### src/rtl/prienc_pkg.sv
package prienc_pkg;

  localparam int PE_MAXW = 64;
  localparam int PE_MAXLW = $clog2(PE_MAXW);

  // Keep only the highest set bit of v (one-hot or zero result).
  function automatic logic [PE_MAXW-1:0] pe_keep_highest(input logic [PE_MAXW-1:0] v);
    logic [PE_MAXW-1:0] h;
    logic seen;
    h = '0;
    seen = 1'b0;
    for (int i = PE_MAXW - 1; i >= 0; i--) begin
      h[i] = v[i] & ~seen;
      seen = seen | v[i];
    end
    return h;
  endfunction

  // Binary code of a one-hot word: bit b is the OR of all h[i] with bit b of i set.
  function automatic logic [PE_MAXLW-1:0] pe_encode(input logic [PE_MAXW-1:0] h);
    logic [PE_MAXLW-1:0] e;
    e = '0;
    for (int i = 0; i < PE_MAXW; i++) begin
      if (h[i]) e = e | PE_MAXLW'(i);
    end
    return e;
  endfunction

endpackage

### src/rtl/prienc_slice.sv
module prienc_slice
  import prienc_pkg::*;
#(
  parameter int W  = 8,
  parameter int LW = $clog2(W)
) (
  input  logic [W-1:0]  req,
  input  logic          en_in,
  output logic [LW-1:0] code,
  output logic          grp_sel,
  output logic          en_out,
  output logic          idle
);

  logic [PE_MAXW-1:0]  pad;
  logic [PE_MAXW-1:0]  hot;
  logic [PE_MAXLW-1:0] enc;
  logic                any_req;

  always_comb begin
    pad = '0;
    pad[W-1:0] = req;
    hot = pe_keep_highest(pad);
    enc = pe_encode(hot);
  end

  assign any_req = |req;
  assign idle    = ~any_req;
  // Disabled or empty slices drive zero so the cross-slice OR stays correct.
  assign code    = (en_in && any_req) ? enc[LW-1:0] : '0;
  assign grp_sel = en_in & any_req;
  assign en_out  = en_in & ~any_req;

endmodule

### src/rtl/prienc_or_merge.sv
module prienc_or_merge #(
  parameter int NUM = 8,
  parameter int LW  = 3
) (
  input  logic [NUM*LW-1:0] codes,
  output logic [LW-1:0]     merged
);

  always_comb begin
    merged = '0;
    for (int k = 0; k < NUM; k++) begin
      merged = merged | codes[k*LW +: LW];
    end
  end

endmodule

### src/rtl/prienc_out_stage.sv
module prienc_out_stage #(
  parameter int IW         = 6,
  parameter bit REGISTERED = 1'b1
) (
  input  logic          clk,
  input  logic          rst_n,
  input  logic [IW-1:0] idx_d,
  input  logic          valid_d,
  output logic [IW-1:0] idx_q,
  output logic          valid_q
);

  generate
    if (REGISTERED) begin : g_reg
      always_ff @(posedge clk or negedge rst_n) begin
        if (!rst_n) begin
          idx_q   <= '0;
          valid_q <= 1'b0;
        end else begin
          idx_q   <= idx_d;
          valid_q <= valid_d;
        end
      end
    end else begin : g_comb
      assign idx_q   = idx_d;
      assign valid_q = valid_d;
    end
  endgenerate

endmodule

### src/rtl/prienc_hier64.sv
module prienc_hier64 #(
  parameter int SLICE_W    = 8,
  parameter int NUM_SLICES = 8,
  parameter bit REGISTERED = 1'b1,
  localparam int N_IN = SLICE_W * NUM_SLICES,
  localparam int SLW  = $clog2(SLICE_W),
  localparam int GW   = $clog2(NUM_SLICES),
  localparam int IW   = SLW + GW
) (
  input  logic            clk,
  input  logic            rst_n,
  input  logic [N_IN-1:0] req,
  output logic [IW-1:0]   index,
  output logic            valid
);

  // Named internal events, observed by the bound checker.
  logic [NUM_SLICES:0]         en_link;
  logic [NUM_SLICES-1:0]       grp_sel_vec;
  logic [NUM_SLICES-1:0]       slice_idle;
  logic [NUM_SLICES*SLW-1:0]   slice_code_flat;
  logic [SLW-1:0]              low_code;
  logic [GW-1:0]               grp_code;
  logic                        grp_valid;
  logic                        grp_en_out;
  logic                        grp_idle;
  logic [IW-1:0]               core_idx;
  logic                        core_valid;

  // Top slice is always enabled.
  assign en_link[NUM_SLICES] = 1'b1;

  generate
    for (genvar k = 0; k < NUM_SLICES; k++) begin : g_slice
      prienc_slice #(.W(SLICE_W), .LW(SLW)) u_slice (
        .req     (req[k*SLICE_W +: SLICE_W]),
        .en_in   (en_link[k+1]),
        .code    (slice_code_flat[k*SLW +: SLW]),
        .grp_sel (grp_sel_vec[k]),
        .en_out  (en_link[k]),
        .idle    (slice_idle[k])
      );
    end
  endgenerate

  prienc_or_merge #(.NUM(NUM_SLICES), .LW(SLW)) u_merge (
    .codes  (slice_code_flat),
    .merged (low_code)
  );

  prienc_slice #(.W(NUM_SLICES), .LW(GW)) u_group (
    .req     (grp_sel_vec),
    .en_in   (1'b1),
    .code    (grp_code),
    .grp_sel (grp_valid),
    .en_out  (grp_en_out),
    .idle    (grp_idle)
  );

  assign core_idx   = {grp_code, low_code};
  assign core_valid = grp_valid;

  prienc_out_stage #(.IW(IW), .REGISTERED(REGISTERED)) u_out (
    .clk     (clk),
    .rst_n   (rst_n),
    .idx_d   (core_idx),
    .valid_d (core_valid),
    .idx_q   (index),
    .valid_q (valid)
  );

endmodule

### config.mk
export PLATFORM = sky130hd
export DESIGN_NAME = prienc_hier64
export DESIGN_NICKNAME = d
export VERILOG_FILES = /design/src/rtl/prienc_pkg.sv /design/src/rtl/prienc_slice.sv /design/src/rtl/prienc_or_merge.sv /design/src/rtl/prienc_out_stage.sv /design/src/rtl/prienc_hier64.sv
export SDC_FILE = /design/constraint.sdc
export NUM_CORES = 1
export LEC_CHECK = 0
export BUFFER_PORTS_ARGS = -buffer_cell sky130_fd_sc_hd__buf_2
export CORE_UTILIZATION = 30
export DETAILED_ROUTE_END_ITERATION = 7
export SYNTH_ARGS = -nofsm -noshare
export SYNTH_HDL_FRONTEND = slang
export SYNTH_HIERARCHICAL = 1
export SYNTH_SLANG_ARGS = --single-unit
### constraint.sdc
create_clock -name clk -period 0.8 [get_ports clk]
set_clock_uncertainty 0.05 [all_clocks]
set_input_delay 0.12 -clock clk [delete_from_list [all_inputs] [get_ports clk]]
set_output_delay 0.12 -clock clk [all_outputs]
set_load 0.05 [all_outputs]
==> impl_metrics.yaml <==
outcome:
  status: "finished, violations left"
  violations: "negative setup slack"
drt:
  viasPerCell: 4.58
  dr.pass1.iters: 4
  wirelength_um: 3480
  drc: 0
  final_antenna_net_count: 0
  wl_per_cell_um: 9.97
  num_vias: 1600
  drt_iter0_markers: 22
floorplanning:
  start_util_pct: 32.5
  rows: 21
  design.core.area_sq_um: 3470
  io_pins: 73
  die_w_um: 63.3
  die_y_um: 63.3
  die-area_sq_um: 4010
global_routing:
  first_global_vias: 1600
  grt_pass1_wl_um: 6150
  grt_max_degree: 8
  grt_antenna_before_repair: 0
  overflow: 0
  grt_use_total_pct: 18.9
worst_setup_path:
  crit_top_cell: "and2_4"
  critPathBufInv: 1
  cpPeakStageDelay_ps: 270
  crit_fanout: 3
  start_kind: "input pin"
  crit_slowest_cell: "nor4_4"
  critical-path-top-delay-family: "simple AND/OR/NAND/NOR gates"
  cp-end-kind: "flop"
  required_ps: 900
  crit_chain: "buf_6 > nor4_4 > and3_4 > and2_4 > and2_4 > and2_4 > and2_4 > and2_4 > and2_4 > and2_4 > nor2b_4 > nor2_2 > and3_4 > nor2b_1"
  cp.arrival_ps: 2020
  crit_type: "in -> reg"
job:
  drv_cap: 0
place:
  gp_congestion: 0.756
  dp_hpwl_um: 3070
  portBuffers: 72
  dp.cells: 339
cells_and_area:
  syn_to_final_growth_pct: 110
  nets: 370
  final_cells: 349
  utilization_pct: 68.1
  drive_above_1_share_pct: 62.0
  antenna_cells: 0
synth:
  syn_area_sq_um: 1130
  yosysWarnings: 6
  syn_inst: 141
  syn_avg_cell_area_sq_um: 8.00
sta:
  finalSetupViolCount: 14
  maxSlewViolCount: 0
  fin_crit_sh_pct: 240
  setup_ws_ps: -1120
  max_freq_mhz: 521
  rsz0062_at_grt: "yes"
  period_needed_ps: 1920
  timing.hold.ws_ps: 232
  hold_viol: 0
clocking:
  clk_path_buf_depth: 2
  clk_pin_slew_ps: 40
  cts_num_sinks: 7
  root_buffer: "clkbuf_8"
  cts_tree: "built"
  htreeDepth: 1
  cts_buffers: 3
power:
  p_per_area_nw_per_um2: 697
  power.leakage_nw: 1.19
  peakVddDrop_v: 0.000356
worst_hold_path:
  hp-class: "in -> async"
-- worst max-delay path by stage --
stage / startpoint / end / slack, ps / cells after the start
final: req[62] / u_out/valid_q / -1120 / 14
after global routing: req[62] / u_out/valid_q / -1190 / 14
after CTS: req[61] / u_out/valid_q / -1130 / 14
after detailed placement: req[62] / u_out/valid_q / -1400 / 14
after global placement: req[62] / u_out/valid_q / -1350 / 14
after floorplan: req[54] / u_out/valid_q / -1150 / 12
-- report_power, final --
part / total [mW] / switching [mW] / internal (mW)
sequential: 0.386 / 0.00899 / 0.377
clock: 0.482 / 0.138 / 0.343
combinational: 0.780 / 0.354 / 0.426
total: 1.65 / 0.501 / 1.15
-- stage by stage --
stage	TNS [ps]	total power, mW	setup slack [ps]	area, sq um
2_1_floorplan	-6590	0.612	-1150	1180
3_3_place_gp	-8630	1.11	-1350	2140
3_5_place_dp	-8910	1.12	-1400	2140
4_1_cts	-8000	1.66	-1130	2330
5_1_grt	-8660	1.77	-1190	2360
6_report	-7940	1.65	-1120	2360
-- state kept, by name, indices dropped and copies added, names as in the netlist --
name and count:
u_out/idx_q 6, u_out/valid_q 1
-- cell usage in the layout, fill, tap and decap left out --
cell           instances
dlygate4sd3_1          1
a21boi_1               8
and3_4                 9
nor2_1                24
nor2b_4                4
nor4_4                 9
a221oi_1               9
nor2b_2                2
nor3_1                 9
conb_1                 9
dfrtp_1                7
nor4_2                 1
nand2_1                3
o31a_1                 9
nor2_2                 3
inv_1                  9
and2_4                 7
nand3_1                9
buf_2                 61
a21boi_4               1
nor4_1                 5
buf_6                 13
clkbuf_1               1
clkbuf_8               3
nor2b_1               12
buf_4                 75
-- per-layer routing --
metal,up-vias,share of wire (%),GRT usage (%)
met1,718,44,22.4
met4,0,0.92,5.68
met3,4,3.1,1.81
li1,844,-,-
met2,34,52,35.2
met5,-,0,0
-- what timing repair did --
| action | CTS | global route |
|---|---|---|
| hold buffers | 1 | 0 |
| gates resized for setup | 30 | 5 |
| hold endpoints to repair | 7 | 0 |
| pin swaps | 11 | 5 |
| endpoints found under the setup margin | 14 | 14 |
| setup buffers | 5 | 1 |
-- area by class of cell --
cell class              instances  area [sq um]
repair buffers                150          1020
flip-flops and latches          7           175
well taps                      46          57.6
multi-input cells             133          1030
clock buffers                   4          45.0
inverters                       9          33.8
fillers                       308          1110
Power figures use the tool's default switching activity.
